## config.mk

```make
export PLATFORM = sky130hd
export DESIGN_NAME = halfword_bridge
export DESIGN_NICKNAME = d
export VERILOG_FILES = /design/src/rtl/hwb_pkg.sv /design/src/rtl/hwb_classify.sv /design/src/rtl/hwb_seq.sv /design/src/rtl/hwb_lanes.sv /design/src/rtl/halfword_bridge.sv
export SDC_FILE = /design/constraint.sdc
export NUM_CORES = 1
export LEC_CHECK = 0
export BUFFER_PORTS_ARGS = -buffer_cell sky130_fd_sc_hd__clkbuf_2
export CORE_MARGIN = 1
export CORE_UTILIZATION = 35
export CTS_BUF_LIST = sky130_fd_sc_hd__clkbuf_4 sky130_fd_sc_hd__clkbuf_8 sky130_fd_sc_hd__clkbuf_16
export CTS_CLUSTER_SIZE = 24
export DETAILED_ROUTE_END_ITERATION = 10
export PLACE_DENSITY = 0.68
export SETUP_SLACK_MARGIN = 0.4
export SLEW_MARGIN = 25
export SYNTH_ARGS = -nofsm -noshare
export SYNTH_HDL_FRONTEND = slang
export SYNTH_SLANG_ARGS = --single-unit
```

## constraint.sdc

```tcl
create_clock -name clk -period 2.4 [get_ports clk]
set_clock_uncertainty 0.05 [all_clocks]
set_input_delay 0.48 -clock clk [delete_from_list [all_inputs] [get_ports clk]]
set_output_delay 0.48 -clock clk [all_outputs]
set_load 0.01 [all_outputs]
```

## src/rtl/hwb_pkg.sv

```systemverilog
package hwb_pkg;

    typedef enum logic [1:0] {
        SZ_BYTE = 2'd0,
        SZ_HALF = 2'd1,
        SZ_WORD = 2'd2,
        SZ_RSVD = 2'd3
    } acc_size_e;

    typedef enum logic [2:0] {
        OP_BAD,
        OP_WORD_WR,
        OP_WORD_RD,
        OP_LO_WR,
        OP_HI_WR,
        OP_LO_RD,
        OP_HI_RD
    } acc_op_e;

    typedef enum logic [2:0] {
        ST_IDLE,
        ST_WRITE,
        ST_FETCH,
        ST_RETURN,
        ST_LOCAL,
        ST_FAULT
    } seq_state_e;

endpackage

```

## src/rtl/hwb_classify.sv

```systemverilog
module hwb_classify
    import hwb_pkg::*;
(
    input  logic       is_write,
    input  logic [1:0] size,
    input  logic       hi_sel,
    output acc_op_e    op
);

    acc_size_e size_e;

    always_comb begin
        size_e = acc_size_e'(size);
        op     = OP_BAD;
        unique case (size_e)
            SZ_HALF: begin
                if (is_write) op = hi_sel ? OP_HI_WR : OP_LO_WR;
                else          op = hi_sel ? OP_HI_RD : OP_LO_RD;
            end
            SZ_WORD: op = is_write ? OP_WORD_WR : OP_WORD_RD;
            SZ_BYTE: op = OP_BAD;
            SZ_RSVD: op = OP_BAD;
        endcase
    end

endmodule

```

## src/rtl/hwb_seq.sv

```systemverilog
module hwb_seq
    import hwb_pkg::*;
(
    input  logic    clk,
    input  logic    rst_n,
    input  logic    req_valid,
    input  acc_op_e op_in,
    output acc_op_e op_q,
    output logic    req_ready,
    output logic    latch_req,
    output logic    take_stage,
    output logic    capture_hold,
    output logic    reg_wr_en,
    output logic    reg_rd_en,
    output logic    rsp_valid,
    output logic    rsp_err
);

    seq_state_e state_q;
    seq_state_e state_d;
    logic       accept;

    assign accept = req_valid && (state_q == ST_IDLE);

    // state register (with the latched request kind)
    always_ff @(posedge clk or negedge rst_n) begin
        if (!rst_n) begin
            state_q <= ST_IDLE;
            op_q    <= OP_BAD;
        end else begin
            state_q <= state_d;
            if (accept) op_q <= op_in;
        end
    end

    // transitions
    always_comb begin
        state_d = state_q;
        unique case (state_q)
            ST_IDLE: begin
                if (req_valid) begin
                    unique case (op_in)
                        OP_BAD:     state_d = ST_FAULT;   // refuse
                        OP_WORD_WR: state_d = ST_WRITE;   // commit
                        OP_HI_WR:   state_d = ST_WRITE;   // commit
                        OP_WORD_RD: state_d = ST_FETCH;   // fetch
                        OP_LO_RD:   state_d = ST_FETCH;   // fetch
                        OP_LO_WR:   state_d = ST_LOCAL;   // local
                        OP_HI_RD:   state_d = ST_LOCAL;   // local
                        default:    state_d = ST_FAULT;
                    endcase
                end
            end
            ST_WRITE:  state_d = ST_IDLE;                 // done
            ST_FETCH:  state_d = ST_RETURN;               // deliver
            ST_RETURN: state_d = ST_IDLE;                 // done
            ST_LOCAL:  state_d = ST_IDLE;                 // done
            ST_FAULT:  state_d = ST_IDLE;                 // done
            default:   state_d = ST_IDLE;
        endcase
    end

    // outputs
    always_comb begin
        req_ready    = 1'b0;
        latch_req    = 1'b0;
        take_stage   = 1'b0;
        capture_hold = 1'b0;
        reg_wr_en    = 1'b0;
        reg_rd_en    = 1'b0;
        rsp_valid    = 1'b0;
        rsp_err      = 1'b0;
        unique case (state_q)
            ST_IDLE: begin
                req_ready  = 1'b1;
                latch_req  = accept && (op_in != OP_BAD);
                take_stage = accept && (op_in == OP_LO_WR);
            end
            ST_WRITE: begin
                reg_wr_en = 1'b1;
                rsp_valid = 1'b1;
            end
            ST_FETCH: begin
                reg_rd_en = 1'b1;
            end
            ST_RETURN: begin
                rsp_valid    = 1'b1;
                capture_hold = (op_q == OP_LO_RD);
            end
            ST_LOCAL: begin
                rsp_valid = 1'b1;
            end
            ST_FAULT: begin
                rsp_valid = 1'b1;
                rsp_err   = 1'b1;
            end
            default: ;
        endcase
    end

endmodule

```

## src/rtl/hwb_lanes.sv

```systemverilog
module hwb_lanes
    import hwb_pkg::*;
#(
    parameter int ADDR_W = 12,
    parameter int DATA_W = 32
) (
    input  logic              clk,
    input  logic              rst_n,
    input  logic              latch_req,
    input  logic              take_stage,
    input  logic              capture_hold,
    input  acc_op_e           op_q,
    input  logic [ADDR_W-3:0] word_addr,
    input  logic [DATA_W-1:0] req_wdata,
    input  logic [DATA_W-1:0] reg_rdata,
    output logic [ADDR_W-3:0] reg_addr,
    output logic [DATA_W-1:0] reg_wdata,
    output logic [DATA_W-1:0] rsp_rdata
);

    localparam int HALF_W = DATA_W / 2;

    logic [HALF_W-1:0] stage_q;
    logic [HALF_W-1:0] hold_q;
    logic [DATA_W-1:0] wdat_q;
    logic [ADDR_W-3:0] addr_q;

    always_ff @(posedge clk or negedge rst_n) begin
        if (!rst_n) begin
            stage_q <= '0;
            hold_q  <= '0;
            wdat_q  <= '0;
            addr_q  <= '0;
        end else begin
            if (latch_req) begin
                wdat_q <= req_wdata;
                addr_q <= word_addr;
            end
            if (take_stage)   stage_q <= req_wdata[HALF_W-1:0];
            if (capture_hold) hold_q  <= reg_rdata[DATA_W-1:HALF_W];
        end
    end

    assign reg_addr  = addr_q;
    assign reg_wdata = (op_q == OP_HI_WR) ? {wdat_q[HALF_W-1:0], stage_q} : wdat_q;

    always_comb begin
        unique case (op_q)
            OP_WORD_RD: rsp_rdata = reg_rdata;
            OP_LO_RD:   rsp_rdata = {{HALF_W{1'b0}}, reg_rdata[HALF_W-1:0]};
            OP_HI_RD:   rsp_rdata = {{HALF_W{1'b0}}, hold_q};
            default:    rsp_rdata = '0;
        endcase
    end

endmodule

```

## src/rtl/halfword_bridge.sv

```systemverilog
module halfword_bridge
    import hwb_pkg::*;
#(
    parameter int ADDR_W = 12,
    parameter int DATA_W = 32
) (
    input  logic              clk,
    input  logic              rst_n,
    input  logic              req_valid,
    output logic              req_ready,
    input  logic              req_write,
    input  logic [1:0]        req_size,
    input  logic [ADDR_W-2:0] req_haddr,
    input  logic [DATA_W-1:0] req_wdata,
    output logic              rsp_valid,
    output logic              rsp_err,
    output logic [DATA_W-1:0] rsp_rdata,
    output logic              reg_wr_en,
    output logic              reg_rd_en,
    output logic [ADDR_W-3:0] reg_addr,
    output logic [DATA_W-1:0] reg_wdata,
    input  logic [DATA_W-1:0] reg_rdata
);

    acc_op_e op_in;
    acc_op_e op_q;
    logic    latch_req;
    logic    take_stage;
    logic    capture_hold;

    hwb_classify u_classify (
        .is_write (req_write),
        .size     (req_size),
        .hi_sel   (req_haddr[0]),
        .op       (op_in)
    );

    hwb_seq u_seq (
        .clk          (clk),
        .rst_n        (rst_n),
        .req_valid    (req_valid),
        .op_in        (op_in),
        .op_q         (op_q),
        .req_ready    (req_ready),
        .latch_req    (latch_req),
        .take_stage   (take_stage),
        .capture_hold (capture_hold),
        .reg_wr_en    (reg_wr_en),
        .reg_rd_en    (reg_rd_en),
        .rsp_valid    (rsp_valid),
        .rsp_err      (rsp_err)
    );

    hwb_lanes #(
        .ADDR_W (ADDR_W),
        .DATA_W (DATA_W)
    ) u_lanes (
        .clk          (clk),
        .rst_n        (rst_n),
        .latch_req    (latch_req),
        .take_stage   (take_stage),
        .capture_hold (capture_hold),
        .op_q         (op_q),
        .word_addr    (req_haddr[ADDR_W-2:1]),
        .req_wdata    (req_wdata),
        .reg_rdata    (reg_rdata),
        .reg_addr     (reg_addr),
        .reg_wdata    (reg_wdata),
        .rsp_rdata    (rsp_rdata)
    );

endmodule

```

==> results of run 1 <==
[worst register-to-register path: stages (launching register included)]
cell and delay, ns:
dfrtp_1 0.39, buf_6 0.13, buf_6 0.11, nor2b_4 0.14
buf_6 0.16, buf_6 0.11, and4_4 0.26, clkbuf_16 0.18
mux2_4 0.30
[cell families (layout without fill, tap and decap cells)]
kind of cell	Yosys count	count (layout)	synth area share
simple gates	42	42	0.0741
flops	80	80	0.476
buf+inv	25	217	0.0348
fa+ha+maj	1	1	0.00298
mux	106	106	0.320
compound gates	48	48	0.0917
[sequential cells by signal, summed over array words and instances, names as in the netlist]
name	cells
u_lanes.wdat_q	32
u_lanes.hold_q	16
u_lanes.stage_q	16
u_lanes.reg_addr	10
u_seq.op_q	3
u_seq.state_q	3
[synth_stat cells, types with 2 or more instances]
cell and number:
a22o_1 30, and3b_2 2, nor2_1 4, dfrtp_1 80
o21ai_0 5, nor2b_1 4, a21boi_0 2, buf_6 6
and2_1 17, buf_2 6, inv_1 5, mux2_4 40
a21oi_1 6, clkbuf_1 8, mux2_2 66, nor3b_1 4
and2b_1 2
[routing by layer]
| layer | share of wire | wire length, um | GRT usage | vias to the layer above |
|---|---|---|---|---|
| li1 | - | - | - | 1493 |
| met1 | 0.43 | 4800 | 0.195 | 1532 |
| met2 | 0.50 | 5590 | 0.281 | 114 |
| met3 | 0.047 | 521 | 0.0327 | 12 |
| met4 | 0.018 | 201 | 0.0703 | 0 |
| met5 | 0 | 0 | 0 | - |
[layout by cell type (no fill, tap or decap), types with 4 or more instances in the layout]
cell         n
clkbuf_2   106
dfrtp_1     80
mux2_4      72
buf_6       46
mux2_2      34
a22o_1      30
buf_2       17
and2_4      16
clkbuf_16   13
buf_4       12
buf_12       7
inv_1        5
a21oi_1      5
nor2_1       4
o21ai_0      4
[timing repair]
action / in CTS / in global routing
buffers inserted: 9 / 7
setup endpoints to repair: 64 / 80
endpoints found under the hold margin: 0 / 0
gates resized for setup: 15 / 149
gates cloned: 3 / 5
pin swaps: 2 / 29
[final cells by class]
class / instances / area (um2) / share of cell area
clock buffers: 10 / 239 / 0.0379
clock inverters: 6 / 50.0 / 0.00794
inverters: 5 / 18.8 / 0.00298
flip-flops and latches: 80 / 2000 / 0.318
multi-input cells: 197 / 2270 / 0.360
well taps: 143 / 179 / 0.0284
repair buffers: 196 / 1550 / 0.246
[metrics by stage]
step / util / setup TNS [ns] / area [um2]
after floorplan: - / 0 / 4220
after global placement: 0.453 / 0 / 5240
after detailed placement: 0.453 / 0 / 5240
after CTS: 0.494 / 0 / 5710
after global routing: 0.545 / -1.06 / 6300
final: 0.545 / 0 / 6300
[worst paths after layout]
| kind | slack, ns | endpoint | from |
|---|---|---|---|
| max | 0.03 | reg_wdata[29] | u_seq.op_q[0]$_DFFE_PN0P_ |
| min | 0.07 | u_lanes.wdat_q[6]$_DFFE_PN0P_ | rst_n |
| max reg2reg | 0.46 | u_lanes.hold_q[7]$_DFFE_PN0P_ | u_seq.op_q[1]$_DFFE_PN0P_ |
| min reg2reg | 0.46 | u_lanes.stage_q[1]$_DFFE_PN0P_ | u_lanes.stage_q[1]$_DFFE_PN0P_ |
| max in group asynchronous | 1.60 | u_lanes.stage_q[10]$_DFFE_PN0P_ | rst_n |
| min in group clk | 0.32 | u_lanes.wdat_q[29]$_DFFE_PN0P_ | req_wdata[29] |
[power groups by stage]
stage / sequential, uW / clock (uW) / combinational (uW)
floorplan: 1970 / 0 / 1420
global placement: 1970 / 0 / 2180
detailed placement: 2000 / 0 / 2230
CTS: 1990 / 1360 / 2510
global route: 2060 / 1410 / 3280
finish: 2010 / 1320 / 3100
==> impl_metrics.ini, run 1 <==
[sta]
worst_pin_slew_ns = 0.541
setup_violations = 0
timing.final.ws_setup_ns = 0.0308
hold_slack_ns = 0.0744
fin_crit_ns = 2.37
final.period_utilization = 0.987
fmax_mhz = 422
rsz0062_at_grt = yes
hold_violations = 0
relSlewSlack = 0.639
maxSlewViolCount = 0

[grt]
grt_usage = 0.162
grt_pass1_wl_mm = 15.8
grt_overflow = 0
grt_max_degree = 42
antenna_found_initial = 0
grt_pass1_vias = 3176

[yosys]
ys_ff_latch = 80
async_flop_share = 1.00
synth_cell_type_count = 32
yosysTopAreaCell = dfrtp_1
synth_enable_flop_cells = 0
ys_warn_count = 0
synth.area.top_cells = dfrtp_1, mux2_2, mux2_4
ys.flop_type = dfrtp_1
synth_cells = 302
synth.avg_cell_area_um2 = 13.9
syn_nets = 384
ys_seq_area_frac = 0.476
synth_area_um2 = 4200
synth_top_area_frac = 0.476

[power]
clkPwrFrac = 0.206
power.leakage_uw = 0.00325
pwr-share-comb = 0.482
finalPower_uw = 6430
p_seq_frac = 0.312
p_sw_uw = 2020
p_per_area_nw_per_um2 = 1020
irDropWorstVdd_mv = 0.571
switching_share = 0.315
p_int_uw = 4410

[clock_network]
clock-sinks = 80
root_buffer = clkbuf_16
path_clk_slew_ns = 0.07
clk_path_buf_depth = 2
cts_buffers = 9
cts-hold-fix-buffers = 0
cts_tree = yes
clk_latency_ns = 0.33
htreeDepth = 3

[setup_path]
worstPathRequired_ns = 1.87
arrival_ns = 1.84
slowest_delay_ns = 0.39
path_class = flip-flop to output port
worst-path-buf-inv = 4
crit_path_cell_trace = buf_6 > nor3b_4 > buf_6 > buf_8 > mux2_2 > clkbuf_2
critPathCaptureType = output port
critPathMostFrequentCell = buf_6
worstPathMaxFanout = 8
reg2reg_depth = 8
critPathTopFamily = buffers and inverters
worstSetupStartpointType = flip-flop
crit_cells = 6
slowest_stage = dfrtp_1

[drt]
ant_nets = 0
via_per_inst = 4.95
drt_iter0_markers = 153
drtPass1Iterations = 8
wl_per_cell_um = 17.4
wl_mm = 11.1
drc = 13
vias = 3151

[finish]
instances_no_fill = 637
antenna_cells = 0
area_growth_pct = 50.1
nets = 571
nFillCells = 949
drive_above_1_share = 0.702

[floorplanning]
core-area_um2 = 11600
die_area_um2 = 12400
io-pin-count = 160
core.rowCount = 39
die_y_um = 112
initial_utilization = 0.363
die_width_um = 112

[status]
violations = design-rule violations
status = finished with violations

[place]
post-place-ws_ns = 0.132
dp_hpwl_mm = 6.81
portBuffers = 159
routabilityCongestion = 0.766
place_inst = 597

[worst_hold_path]
hold_path_class = input port to async pin

[flow_run]
drv_cap = 0
No activity file was read; power rests on OpenSTA's default activity.
==> inputs of run 2 (changes only) <==
- PLACE_DENSITY: 0.68 -> default
==> run 2 against run 1 <==
Net effect: the run still ends with design-rule violations left; global-route usage down 0.54 points; sequential power about the same; total power down 5.6%; via count down 1.7%; wire length down 7.6%; count of clock-buffer cells in the layout down 1; hold slack better by 0.010 ns; critical endpoint is now reg_wdata[8].
==> impl_metrics.ini, run 2 (synthesis gave the netlist of run 1 again) <==
[sta]
relSlewSlack = 0.637
worst_pin_slew_ns = 0.545
rsz0062_at_grt = yes
maxSlewViolCount = 0
final.period_utilization = 0.971
setup_violations = 0
fmax_mhz = 429
hold_slack_ns = 0.0844
hold_violations = 0
fin_crit_ns = 2.33
timing.final.ws_setup_ns = 0.0694

[finish]
antenna_cells = 0
top_register = u_lanes.wdat_q
layout_commonest_cell = clkbuf_2
nets = 557
largest_reg_flops = 32
reg_top3 = u_lanes.wdat_q (32), u_lanes.hold_q (16), u_lanes.stage_q (16)
drive_above_1_share = 0.660
nFillCells = 994
area_growth_pct = 41.3
final_cell_mix = clkbuf_2, dfrtp_1, mux2_4, mux2_2, buf_6

[drt]
drt_iter0_markers = 172
drtPass1Iterations = 7
wl_mm = 10.3
ant_nets = 0
vias = 3097
wl_per_cell_um = 16.5
drc = 14
via_per_inst = 4.97

[place]
dp_hpwl_mm = 6.79
routabilityCongestion = 0.790
post-place-ws_ns = 0.181
portBuffers = 159

[clock_network]
clk_latency_ns = 0.33
clock-sinks = 80
cts_buffers = 9
cts_tree = yes
path_clk_slew_ns = 0.07
clk_path_buf_depth = 2
root_buffer = clkbuf_16
htreeDepth = 3

[power]
finalPower_uw = 6070
p_per_area_nw_per_um2 = 1020
irDropWorstVdd_mv = 0.443
power.leakage_uw = 0.00311

[grt]
grt_pass1_wl_mm = 15.4
grt_usage = 0.156
antenna_found_initial = 0
grt_max_degree = 42
grt_pass1_vias = 3018
grt_overflow = 0

[floorplanning]
die_y_um = 112
die_width_um = 112
core.rowCount = 39
die_area_um2 = 12400
initial_utilization = 0.363
core-area_um2 = 11600
io-pin-count = 160

[setup_path]
arrival_ns = 1.80
r2r-start = u_seq.state_q[2]$_DFFE_PN0P_
slowest_stage = dfrtp_2
reg2reg_depth = 4
r2r-end = u_lanes.wdat_q[26]$_DFFE_PN0P_
critPathCaptureType = output port
reg2reg_setup_slack_ns = 0.56
worstSetupStartpointType = flip-flop
crit_path_cell_trace = nor3b_4 > buf_6 > buf_8 > mux2_2 > clkbuf_2
slowest_delay_ns = 0.45
worstPathRequired_ns = 1.87
path_class = flip-flop to output port
worstPathMaxFanout = 8

[status]
status = finished with violations
violations = design-rule violations

[flow_run]
drv_cap = 0

[worst_hold_path]
hold_path_class = input port to async pin
==> run 2: cell types whose count changed in the layout (fill, tap and decap cells not counted), sizes merged <==
cell / before / now
clkinvlp: 2 / 1
clkinv: 2 / 4
clkbuf: 120 / 134
buf: 86 / 57
==> run 2: final cells by class <==
cell class	count	area, um2	share of cell area
repair buffers	182	1260	0.213
multi-input cells	197	2190	0.369
clock buffers	9	225	0.0379
well taps	143	179	0.0301
clock inverters	7	56.3	0.00948
inverters	5	18.8	0.00316
flip-flops and latches	80	2000	0.338
==> run 2: critical path, delay by kind of cell (launching register included) <==
kind          cells  cell delay, ns
buf+inv           3            0.46
flops             1            0.45
mux               1            0.34
simple gates      1            0.21
==> run 2: how the worst max path moves through the flow <==
stage                     cells after the start  slack [ns]                      start                               to
after floorplan                               6        0.43               req_haddr[0]  u_lanes.stage_q[10]$_DFFE_PN0P_
after global placement                        6        0.23               req_haddr[0]   u_lanes.stage_q[9]$_DFFE_PN0P_
after detailed placement                      6        0.18               req_haddr[0]   u_lanes.stage_q[6]$_DFFE_PN0P_
after CTS                                     4        0.07  u_seq.op_q[0]$_DFFE_PN0P_                     reg_wdata[3]
after global routing                          5      -0.005  u_seq.op_q[0]$_DFFE_PN0P_                     reg_wdata[8]
final                                         5        0.07  u_seq.op_q[0]$_DFFE_PN0P_                     reg_wdata[8]
==> run 2: power breakdown <==
group	internal [uW]	switching (uW)	leakage, uW	total [uW]
registers	1740	290	0.00101	2030
clock network	712	576	0.000136	1290
logic	1710	1050	0.00196	2760
total	4150	1920	0.00311	6070
==> run 2: per-stage QoR <==
step / area, um2 / setup TNS, ns / cells / utilization
detailed placement: 5230 / 0 / 596 / 0.452
floorplan: 4220 / 0 / 302 / -
CTS: 5570 / 0 / 616 / 0.482
global route: 5940 / -0.00529 / 623 / 0.513
global placement: 5230 / 0 / 596 / 0.452
finish: 5940 / 0 / 623 / 0.513
==> run 2: timing repair <==
item                                    CTS  global route
pin swaps                                 0            13
hold buffers                              0             0
gates resized for setup                  11            95
endpoints found under the setup margin   64            64
buffers inserted                          3             3
gates cloned                              1             4
==> run 2: layer usage <==
layer | GRT usage | share of wire
met2 | 0.266 | 0.50
met5 | 0 | 0
met4 | 0.0541 | 0.011
met3 | 0.0332 | 0.056
met1 | 0.197 | 0.43
==> inputs of run 3 (changes only) <==
- ABC_AREA: default -> 1
==> run 3 against run 2 <==
Net effect: the flow now finishes without violations; core utilization rose by 1.8 points; largest cell class is now flip-flops and latches; setup slack gained 0.20 ns; final cell count up 35%; flip-flop and latch count is the same; wire length grew 10%.
==> impl_metrics.ini, run 3 <==
[status]
status = finished clean

[sta]
fin_tns_setup_ns = 0
hold_violations = 0
relSlewSlack = 0.450
timing.final.ws_setup_ns = 0.273
fin_crit_ns = 2.13
setup_violations = 0
fmax_mhz = 470
maxSlewViolCount = 0
rsz0062_at_grt = yes
final.period_utilization = 0.886
worst_pin_slew_ns = 0.825

[setup_path]
path_class = flip-flop to output port
reg2reg_depth = 5
r2r-end = u_lanes.hold_q[3]$_DFFE_PN0P_
r2r-start = u_seq.op_q[1]$_DFFE_PN0P_
worstSetupStartpointType = flip-flop
reg2reg_setup_slack_ns = 0.55
arrival_ns = 1.60
slowest_delay_ns = 0.40
worstPathRequired_ns = 1.87
critPathCaptureType = output port
worstPathMaxFanout = 7
crit_path_cell_trace = inv_2 > nand3_4 > buf_12 > clkbuf_16 > o21ai_1 > buf_2
slowest_stage = dfrtp_1

[floorplanning]
io-pin-count = 160
die_y_um = 108
core-area_um2 = 10900
die_area_um2 = 11700
initial_utilization = 0.361
core.rowCount = 38
die_width_um = 108

[finish]
multiInputGateArea_um2 = 1850
final_cell_mix = nand2_1, clkbuf_2, dfrtp_1, inv_1, o21ai_0
layout_commonest_cell = nand2_1
reg_top3 = u_lanes.wdat_q (32), u_lanes.hold_q (16), u_lanes.stage_q (16)
drive_above_1_share = 0.387
area_growth_pct = 47.1
ff_latch_area_um2 = 2000
final_area_um2 = 5790
antenna_cells = 0
nFillCells = 1030
top_register = u_lanes.wdat_q
nets = 775
largest_reg_flops = 32

[yosys]
synth_cell_type_count = 22
synth.avg_cell_area_um2 = 7.51
synth_common_cells = nand2_1, dfrtp_1, o21ai_0
synth.area.top_cells = dfrtp_1, nand2_1, o21ai_0
yosysMostFrequentCell = nand2_1
ys.flop_type = dfrtp_1
ys_seq_area_frac = 0.509
syn_nets = 606
synth_enable_flop_cells = 0
synth_top_area_frac = 0.509
async_flop_share = 1.00
synth_area_um2 = 3940
ys_warn_count = 0
yosysTopAreaCell = dfrtp_1
ys_ff_latch = 80
synth_cells = 524

[clock_network]
root_buffer = clkbuf_8
cts_tree = yes
cts_buffers = 9
htreeDepth = 3
clock-sinks = 80
path_clk_slew_ns = 0.09
clk_path_buf_depth = 2
clk_latency_ns = 0.35

[worst_hold_path]
holdPathStages = 3
hold_path_class = input port to flip-flop
holdPathEnd = u_lanes.wdat_q[22]$_DFFE_PN0P_
hold_start = req_wdata[22]

[grt]
grt_pass1_vias = 3311
grt_max_degree = 54
grt_pass1_wl_mm = 16.0
antenna_found_initial = 0
grt_overflow = 0
grt_usage = 0.179

[drt]
via_per_inst = 4.69
drtPass1Iterations = 4
vias = 3933
wl_per_cell_um = 13.5
drt_iter0_markers = 279
drc = 0
wl_mm = 11.3
ant_nets = 0

[place]
routabilityCongestion = 0.775
place_area_um2 = 4870
post-place-ws_ns = 0.353
portBuffers = 159
dp_hpwl_mm = 7.38

[power]
power.leakage_uw = 0.00328
p_per_area_nw_per_um2 = 1190
irDropWorstVdd_mv = 0.514

[flow_run]
drv_cap = 0
## run 3: changes by cell type after synthesis, moves of 11 or more
cell / previous run / this run
mux2_4: 40 / 0
inv_1: 5 / 77
mux2_2: 66 / 0
and2_1: 17 / 0
nand2_1: 0 / 153
o21ai_0: 5 / 78
a22o_1: 30 / 0
nand3_1: 0 / 33
nor2_1: 4 / 37
clkbuf_1: 8 / 19
## run 3: worst max-delay path by stage
stage                         startpoint                        endpoint  slack [ns]  cells past startpoint
6_report       u_seq.op_q[0]$_DFFE_PN0P_                   reg_wdata[18]        0.27                      6
5_1_grt        u_seq.op_q[0]$_DFFE_PN0P_                   reg_wdata[27]        0.21                      7
4_1_cts        u_seq.op_q[2]$_DFFE_PN0P_                    reg_wdata[9]        0.28                      5
3_5_place_dp                   req_write  u_lanes.wdat_q[11]$_DFFE_PN0P_        0.35                      9
3_3_place_gp                req_haddr[0]  u_lanes.wdat_q[14]$_DFFE_PN0P_        0.42                     10
2_1_floorplan  u_seq.op_q[0]$_DFFE_PN0P_                    rsp_rdata[0]        0.56                      6
## run 3: power breakdown
group,internal (uW),leakage (uW),switching (uW),total (uW)
Sequential,1910,0.000959,397,2310
Clock,598,0.000108,529,1130
Combinational,1530,0.00221,1920,3460
Total,4050,0.00328,2850,6890
## run 3: cell type report
| cell class | instances | share of cell area |
|---|---|---|
| clock inverters | 7 | 0.0179 |
| clock buffers | 9 | 0.0214 |
| inverters | 80 | 0.0519 |
| flip-flops and latches | 80 | 0.346 |
| repair buffers | 184 | 0.212 |
| multi-input cells | 338 | 0.320 |
| well taps | 140 | 0.0303 |
## run 3: per-stage QoR
stage	utilization	hold slack [ns]	cells	total power, uW
global placement	0.447	0.377	804	4690
finish	0.531	0.299	838	6890
CTS	0.481	0.291	826	6080
floorplan	-	0.134	524	3670
global route	0.531	0.296	838	7380
detailed placement	0.447	0.384	804	4750
## run 3: worst max-delay path, delay by kind of cell, from the launching register on
kind	cells	cell delay, ns
simple gates	1	0.11
buf+inv	4	0.60
flops	1	0.40
compound gates	1	0.13
## run 3: cells by family (layout without fill, tap and decap cells)
group / count (synthesis) / count (layout) / synth area share
buffers and inverters: 107 / 280 / 0.109
adders and majority gates: 1 / 1 / 0.00318
AOI/OAI and AO/OA: 102 / 102 / 0.131
DFF: 80 / 80 / 0.509
and+or+nand+nor: 234 / 235 / 0.248
## run 3: per-layer routing
| layer | routed length, um | global-route usage |
|---|---|---|
| met2 | 5360 | 0.279 |
| met4 | 185 | 0.0675 |
| met5 | 0 | 0 |
| met1 | 5110 | 0.247 |
| met3 | 691 | 0.0307 |
## run 3: timing repair
item                                   4_1_cts  5_1_grt
endpoints found under the hold margin        8        0
pin swaps                                    1       11
hold buffers                                 1        0
resized for setup                           24      147
setup endpoints to repair                   47       64
setup buffers                                2        5
gates cloned                                 3        7
